==> config.mk <==
export PLATFORM = sky130hd
export DESIGN_NAME = tshare_twiddle_mul
export DESIGN_NICKNAME = d
export VERILOG_FILES = /design/src/rtl/twmul_pkg.sv /design/src/rtl/twmul_rom.sv /design/src/rtl/twmul_sum_delay.sv /design/src/rtl/twmul_core.sv /design/src/rtl/tshare_twiddle_mul.sv
export SDC_FILE = /design/constraint.sdc
export NUM_CORES = 2
export LEC_CHECK = 0
export BUFFER_PORTS_ARGS = -buffer_cell sky130_fd_sc_hd__buf_4
export CAP_MARGIN = 20
export CORE_ASPECT_RATIO = 0.6
export CORE_MARGIN = 2
export CORE_UTILIZATION = 55
export DETAILED_ROUTE_END_ITERATION = 8
export HOLD_SLACK_MARGIN = 0.08
export PLACE_DENSITY = 0.72
export SYNTH_ARGS = -nofsm -noshare
export SYNTH_HDL_FRONTEND = slang
export SYNTH_HIERARCHICAL = 1
export SYNTH_SLANG_ARGS = --single-unit
==> constraint.sdc <==
create_clock -name clk -period 34.8 [get_ports clk]
set_input_delay 1.74 -clock clk [delete_from_list [all_inputs] [get_ports clk]]
set_output_delay 1.74 -clock clk [all_outputs]
set_load 0.05 [all_outputs]
==> src/rtl/twmul_pkg.sv <==
package twmul_pkg;

    typedef enum logic {
        PH_RE = 1'b0,
        PH_IM = 1'b1
    } phase_e;

    // Steering of the product registers and the adder
    typedef enum logic {
        MX_CROSS = 1'b0,   // cross routing, adder subtracts
        MX_THRU  = 1'b1    // straight routing, adder adds
    } route_e;

    localparam real TW_PI = 3.14159265358979323846;

    function automatic real tw_angle(input int e, input int n);
        real th;
        th = 2.0 * TW_PI * real'(e) / real'(n);
        if (th > TW_PI) th = th - 2.0 * TW_PI;
        return th;
    endfunction

    function automatic real tw_cos(input int e, input int n);
        real x, term, acc;
        x    = tw_angle(e, n);
        term = 1.0;
        acc  = 1.0;
        for (int i = 1; i < 24; i++) begin
            term = -term * x * x / (real'(2 * i - 1) * real'(2 * i));
            acc  = acc + term;
        end
        return acc;
    endfunction

    function automatic real tw_sin(input int e, input int n);
        real x, term, acc;
        x    = tw_angle(e, n);
        term = x;
        acc  = x;
        for (int i = 1; i < 24; i++) begin
            term = -term * x * x / (real'(2 * i) * real'(2 * i + 1));
            acc  = acc + term;
        end
        return acc;
    endfunction

    // Scale by 2^frac and round half away from zero
    function automatic longint tw_quant(input real v, input int frac);
        real s;
        s = v * real'(longint'(1) << frac);
        if (s >= 0.0) return longint'($rtoi(s + 0.5));
        else          return -longint'($rtoi(-s + 0.5));
    endfunction

endpackage

==> src/rtl/twmul_rom.sv <==
module twmul_rom
    import twmul_pkg::*;
#(
    parameter int LOG2N = 4,
    parameter int FRAC  = 14,
    parameter int TWW   = FRAC + 2,
    parameter int STW   = 2
) (
    input  logic [STW-1:0]          stage,
    input  logic [LOG2N-2:0]        index,
    output logic signed [TWW-1:0]   tw_c,
    output logic signed [TWW-1:0]   tw_d
);
    localparam int N = 1 << LOG2N;

    logic signed [TWW-1:0] cos_tab [N];
    logic signed [TWW-1:0] nsin_tab [N];

    for (genvar e = 0; e < N; e++) begin : g_ent
        localparam longint CV = tw_quant(tw_cos(e, N), FRAC);
        localparam longint SV = tw_quant(-tw_sin(e, N), FRAC);
        assign cos_tab[e]  = TWW'(CV);
        assign nsin_tab[e] = TWW'(SV);
    end

    logic [LOG2N-1:0] idx_w;
    logic [LOG2N-1:0] expo;

    always_comb begin
        idx_w = {1'b0, index};
        expo  = idx_w << stage;
        tw_c  = cos_tab[expo];
        tw_d  = nsin_tab[expo];
    end

endmodule

==> src/rtl/twmul_sum_delay.sv <==
module twmul_sum_delay
    import twmul_pkg::*;
#(
    parameter int DW = 16
) (
    input  logic                 clk,
    input  logic                 rst,
    input  logic                 in_valid,
    input  phase_e               in_phase,
    input  logic signed [DW-1:0] in_sum,
    output logic                 out_valid,
    output phase_e               out_phase,
    output logic signed [DW-1:0] out_sum
);
    always_ff @(posedge clk) begin
        if (rst) begin
            out_valid <= 1'b0;
            out_phase <= PH_RE;
            out_sum   <= '0;
        end else begin
            out_valid <= in_valid;
            out_phase <= in_phase;
            out_sum   <= in_sum;
        end
    end

endmodule

==> src/rtl/twmul_core.sv <==
module twmul_core
    import twmul_pkg::*;
#(
    parameter int DW   = 16,
    parameter int FRAC = 14,
    parameter int TWW  = FRAC + 2
) (
    input  logic                  clk,
    input  logic                  rst,
    input  logic                  in_valid,
    input  phase_e                in_phase,
    input  logic signed [DW-1:0]  diff,
    input  logic signed [TWW-1:0] tw_c,
    input  logic signed [TWW-1:0] tw_d,
    output logic signed [DW-1:0]  prod
);
    localparam int PW = DW + TWW;
    localparam int AW = PW + 1;

    route_e               route;
    logic signed [PW-1:0] p_c, p_d;
    logic signed [PW-1:0] hold_a, hold_b;   // the two product registers
    logic signed [PW-1:0] add_rhs;
    logic signed [AW-1:0] acc;

    // Cross only while an imaginary word is present
    always_comb begin
        route = (in_valid && in_phase == PH_IM) ? MX_CROSS : MX_THRU;
    end

    always_comb begin
        p_c = PW'(diff) * PW'(tw_c);
        p_d = PW'(diff) * PW'(tw_d);
    end

    // Adder right operand: stored product when straight, live product when crossed
    always_comb begin
        add_rhs = (route == MX_THRU) ? hold_a : p_d;
        if (route == MX_THRU)
            acc = AW'(hold_b) + AW'(add_rhs);
        else
            acc = AW'(hold_b) - AW'(add_rhs);
        prod = DW'(acc >>> FRAC);
    end

    always_ff @(posedge clk) begin
        if (rst) begin
            hold_a <= '0;
            hold_b <= '0;
        end else if (route == MX_THRU) begin
            hold_a <= p_d;
            hold_b <= p_c;
        end else begin
            hold_a <= p_c;
            hold_b <= hold_a;
        end
    end

endmodule

==> src/rtl/tshare_twiddle_mul.sv <==
module tshare_twiddle_mul
    import twmul_pkg::*;
#(
    parameter int LOG2N = 4,
    parameter int DW    = 16,
    parameter int FRAC  = 14,
    parameter int STW   = (LOG2N > 2) ? $clog2(LOG2N - 1) : 1
) (
    input  logic                   clk,
    input  logic                   rst,
    input  logic                   in_valid,
    input  logic                   in_phase,
    input  logic signed [DW-1:0]   in_sum,
    input  logic signed [DW-1:0]   in_diff,
    input  logic [STW-1:0]         tw_stage,
    input  logic [LOG2N-2:0]       tw_index,
    output logic                   out_valid,
    output logic                   out_phase,
    output logic signed [DW-1:0]   out_sum,
    output logic signed [DW-1:0]   out_prod
);
    localparam int TWW = FRAC + 2;

    phase_e                 ph_in;
    phase_e                 ph_out;
    logic signed [TWW-1:0]  tw_c, tw_d;

    assign ph_in     = phase_e'(in_phase);
    assign out_phase = logic'(ph_out);

    twmul_rom #(
        .LOG2N(LOG2N), .FRAC(FRAC), .TWW(TWW), .STW(STW)
    ) u_rom (
        .stage (tw_stage),
        .index (tw_index),
        .tw_c  (tw_c),
        .tw_d  (tw_d)
    );

    twmul_core #(
        .DW(DW), .FRAC(FRAC), .TWW(TWW)
    ) u_core (
        .clk      (clk),
        .rst      (rst),
        .in_valid (in_valid),
        .in_phase (ph_in),
        .diff     (in_diff),
        .tw_c     (tw_c),
        .tw_d     (tw_d),
        .prod     (out_prod)
    );

    twmul_sum_delay #(
        .DW(DW)
    ) u_dly (
        .clk       (clk),
        .rst       (rst),
        .in_valid  (in_valid),
        .in_phase  (ph_in),
        .in_sum    (in_sum),
        .out_valid (out_valid),
        .out_phase (ph_out),
        .out_sum   (out_sum)
    );

endmodule

**Word level (Yosys, flattened, before mapping)**

Memories as Yosys holds them, arrays and structs flattened.
Index checks and enable logic that the tools add are counted.

- Divide/modulo/power cells: 0
- Reduce and logical (&&, ||, !) cells: 1
- Add/sub/neg operators: 2
- Order comparisons: 1
- Bitwise logic cells: 1
- Shift operators: 1
- Multiply operators: 2
- Equality and inequality tests: 0
- Muxes and demuxes: 8

Operators with widths:

| kind | count |
|---|---|
| $mux 30 | 4 |
| $mux 16 | 4 |
| $mul 16x16->30 | 2 |
| $add 30x30->30 | 1 |
| $sub 30x30->30 | 1 |
| $ge 5x5->1 const B | 1 |
| $not 4->5 | 1 |
| $shl 3x2->4 | 1 |
| $logic_and 1x1->1 | 1 |

- Bits of input ports: 41
- Memories: 2
- ROM bits: 512
- Memory bits (writable): 0
- Latch bits: 0
- Output and inout bits: 34
- Register bits after elaboration: 78

Memories:

| name | depth | bits a word | read ports | clocked after Yosys merged registers in | write ports | RTL line | text |
|---|---|---|---|---|---|---|---|
| (no name shown) | 16 | 16 | 1 | 0 | 0 | twmul_rom.sv:32 | `tw_c = cos_tab[expo];` |
| (no name shown) | 16 | 16 | 1 | 0 | 0 | twmul_rom.sv:33 | `tw_d = nsin_tab[expo];` |

**Depth between registers and ports, before layout**

- Word-level depth: 9
- Mapped depth: 48
- Gate-level depth less buffers: 44

**Modules after synthesis**

The synthesis kept the hierarchy.

Modules (own cells, without submodules):

| module | times used | cells each | seq. area each (sq um) | area each (sq um) |
|---|---|---|---|---|
| twmul_core | 1 | 2630 | 1201.2 | 22731.8 |
| twmul_rom | 1 | 134 | 0.0 | 879.6 |
| twmul_sum_delay | 1 | 37 | 360.3 | 489.2 |

**Worst setup path before layout**

Ideal clock, no wire load.

- Kind: input port to output port
- From: in tw_stage[1]
- To: out out_prod[15]
- Setup slack: 20.798 ns
- Required time: 33.060 ns
- Arrival time: 12.262 ns
- Cell stages on the path: 43
- Cell sequence: buf_2 > clkbuf_1 > or2_1 > ha_1 > clkbuf_1 > o21bai_1 > a221oi_1 > o21ai_1 > o21a_1 > buf_4 > clkbuf_1 > nand2_1 > fa_1 > fa_1 > fa_1 > inv_1 > fa_1 > fa_1 > [... 7 more ...] > and2_4 > or3_1 > a31oi_1 > a31oi_1 > or4b_4 > nor2_1 > xor2_1 > nand2_1 > o21ai_0 > ha_1 > nand2_1 > nor2_1 > a211oi_1 > a31oi_1 > a211o_1 > a21oi_1 > xor2_1 > xnor2_1

- Cells in the longest elaborated chain, start to end: 9

RTL lines:

| element | RTL line | text |
|---|---|---|
| from (decl) | tshare_twiddle_mul.sv:15 | `input logic [STW-1:0] tw_stage,` |
| $shl 3x2->4 (*) | twmul_rom.sv:31 | `expo = idx_w << stage;` |
| $not 4->5 (implied by the code) (*) | twmul_rom.sv:33 |  |
| $mem_v2 16x16 (*) | -- |  |
| $mux 16 (implied by the code) (*) (2 in series) | twmul_rom.sv:33 |  |
| named net tw_d[0] | tshare_twiddle_mul.sv:26 | `logic signed [TWW-1:0] tw_c, tw_d;` |
| $mul 16x16->30 (*) | twmul_core.sv:33 | `p_d = PW'(diff) * PW'(tw_d);` |
| $mux 30 (*) | twmul_core.sv:38 | `add_rhs = (route == MX_THRU) ? hold_a : p_d;` |
| $add 30x30->30 or $sub 30x30->30 (tied branches) | twmul_core.sv:40, twmul_core.sv:42 |  |
| $mux 30 (*) | twmul_core.sv:39 | `if (route == MX_THRU)` |
| to (decl) | tshare_twiddle_mul.sv:20 | `output logic signed [DW-1:0] out_prod` |

The timed path passes the listed nets; every way through them passes the cells marked *. The select of a mux whose other input is x is not followed.

**Final worst setup path**

- From: in tw_stage[0]
- To: out out_prod[15]

Same word-level chain as after synthesis.

==> results.tsv <==
metric	value	unit
antenna_found_initial	0	
finalSetupViolCount	0	
synthAdderAreaFrac	51.2	%
max_slew_margin	35.0	%
synth_common_cells	inv_1 (569), fa_1 (496), nand2_1 (416), and2_1 (220), ha_1 (192)	
async_reset_ff_share	0	%
status	finished, final reports clean	
synth-compound-area-share	8.09	%
tritoncts	done	
cts_buffers	9	
cts.clk_slew.worst_paths	0.06	ns
ys_types	84	
grt_pass1_vias	20300	
route.detailed.drc	0	
ys_seq_area_share	6.48	%
hold_class	reg -> reg	
core	0.0433	sq mm
slew_viol_final	0	
grt_pass1_wl	101000	um
clockRootBuffer	clkbuf_16	
synth-simple-area-share	18.0	%
placed_area	0.0250	sq mm
cpMostUsedCell	fa_1	
syn_nets	3530	
portBuffers	74	
htreeDepth	3	
synth_ff_type	dfxtp_1	
die_h	166	um
cts_resized	0	
overflow	0	
dieArea	0.0456	sq mm
cts_sinks	78	
totalWireLength	58500	um
design_area	0.0253	sq mm
crit_arrival	12.87	ns
clk_latency	0.35	ns
synth_area_leaders	fa_1 (41%), ha_1 (10%), inv_1 (8.9%)	
layout.nets	3499	
vias	18500	
finalHoldViolCount	0	
drt-initial-drc-count	1232	
slowest_delay	0.58	ns
drtPass1Iterations	5	
cp_max_fo	48	
max_freq	0.0684	GHz
avgViaCountPerCell	5.51	
netlist.area_leader.share	41.2	%
yosys.area.top_type	fa_1	
wl_per_cell	17.4	um
dp_hpwl	46100	um
cts_max_path_buffers	2	
finClkSkew	0.00988	ns
synthXorXnorAreaFrac	4.25	%
synth_most_common_cell	inv_1	
synth_cells	2801	
worstSetupPathType	in -> out	
ios	75	
synth.avg_cell_area	8.60	sq um
ant_nets	0	
grt_max_degree	97	
post_cts_buffers	0	
required	33.06	ns
track_usage	27.6	%
synth_area	0.0241	sq mm
gp_congestion	0.863	
tns	0	ns
fin_crit	14.61	ns
drv_cap	0	
drive_gt1_share	4.83	%
fillers	3889	
cp_slowest_cell	a2111oi_2	
worstMarginPinSlew	0.975	ns
synth_edf_count	0	
cp-start-kind	primary input	
diodes	0	
row_count	59	
rsz0062_at_grt	no	
area_growth	5.06	%
min_period_over_period	42.0	%
cts_hold_buf	0	
cp-end-kind	output port	
synth_top_family_by_area	adder cells	
start_util	55.7	%
dieWidth	274	um
synth_seq_cells	78	
synth_mux_area_share	0.748	%
ys_warn_count	6	
[path summary, 6_finish.rpt]
check	start	end	slack (ns)	depth (start not counted)
setup / recovery	tw_stage[0]	out_prod[15]	20.19	43
hold / removal	u_core/hold_a[29]	u_core/hold_b[29]	0.47	2
setup reg to reg	u_core/hold_a[28]	u_core/hold_b[28]	33.99	2
hold reg to reg	u_core/hold_a[29]	u_core/hold_b[29]	0.47	2
[sequential cells by signal (all words and copies together) (netlist names)]
name	count
u_dly/out_phase	1
u_dly/out_valid	1
u_core/hold_a	30
u_dly/out_sum	16
u_core/hold_b	30
[per-layer routing]
layer  global-route usage, %  share of wire (%)
met1                    39.9                 45
met2                    43.1                 45
met3                    5.09                7.3
met4                    6.64                2.6
met5                       0                  0
[logic make-up after synthesis]
kind of cell / Yosys count
buffers and inverters: 706
xor gates and xnor gates: 117
adders and majority gates: 688
AOI/OAI and AO/OA: 306
muxes: 16
and+or+nand+nor: 890
DFF: 78
[critical path, delay by kind of cell]
kind | cells | cell delay (ns)
XOR/XNOR | 3 | 0.50
adder cells (fa/ha/maj) | 9 | 4.07
AO/OA/AOI/OAI | 13 | 3.11
AND/OR/NAND/NOR | 9 | 1.85
multiplexers | 1 | 0.45
buffers and inverters | 8 | 1.08
[layout make-up]
class / count / area [sq um] / share of cell area [%]
Inverter: 570 / 2140 / 8.45
Sequential cell: 78 / 1560 / 6.17
Clock inverter: 6 / 86.3 / 0.341
Multi-Input combinational cell: 2017 / 19900 / 78.5
Timing Repair Buffer: 94 / 714 / 2.82
Tap cell: 579 / 724 / 2.86
Clock buffer: 10 / 229 / 0.904
[layout by cell type (no fill, tap or decap), types with 7 or more instances in the layout]
| cell type | synthesis | routed |
|---|---|---|
| inv_1 | 569 | 569 |
| xnor2_1 | 81 | 81 |
| and2b_1 | 8 | 8 |
| fa_1 | 496 | 496 |
| and2_1 | 220 | 220 |
| nand3_1 | 17 | 17 |
| buf_4 | 11 | 92 |
| a21o_1 | 26 | 26 |
| nand2_1 | 416 | 415 |
| nor2_1 | 73 | 72 |
| a211oi_1 | 18 | 18 |
| mux2i_1 | 11 | 11 |
| dfxtp_1 | 78 | 78 |
| and3_1 | 12 | 12 |
| nand2b_1 | 35 | 35 |
| or3_1 | 15 | 15 |
| xor2_1 | 36 | 36 |
| a21oi_1 | 112 | 112 |
| nor2b_1 | 22 | 22 |
| nor3_1 | 32 | 32 |
| nor4_1 | 7 | 7 |
| o21ai_0 | 56 | 55 |
| clkbuf_16 | 0 | 9 |
| a31oi_1 | 8 | 8 |
| o21a_1 | 15 | 15 |
| ha_1 | 192 | 192 |
[stage by stage]
| stage | util (%) | hold slack (ns) | cells | setup WS (ns) |
|---|---|---|---|---|
| 5_1_grt | 58.5 | 0.486 | 3354 | 19.29 |
| 6_report | 58.5 | 0.468 | 3354 | 20.19 |
| 3_5_place_dp | 57.8 | 0.458 | 3337 | 20.01 |
| 2_1_floorplan | - | 0.432 | 2801 | 20.80 |
| 3_3_place_gp | 57.7 | 0.454 | 3336 | 20.36 |
| 4_1_cts | 58.5 | 0.467 | 3353 | 19.96 |
Power is not shown: default switching activity piles up to over one toggle a cycle in this logic, so the estimate is an artifact.
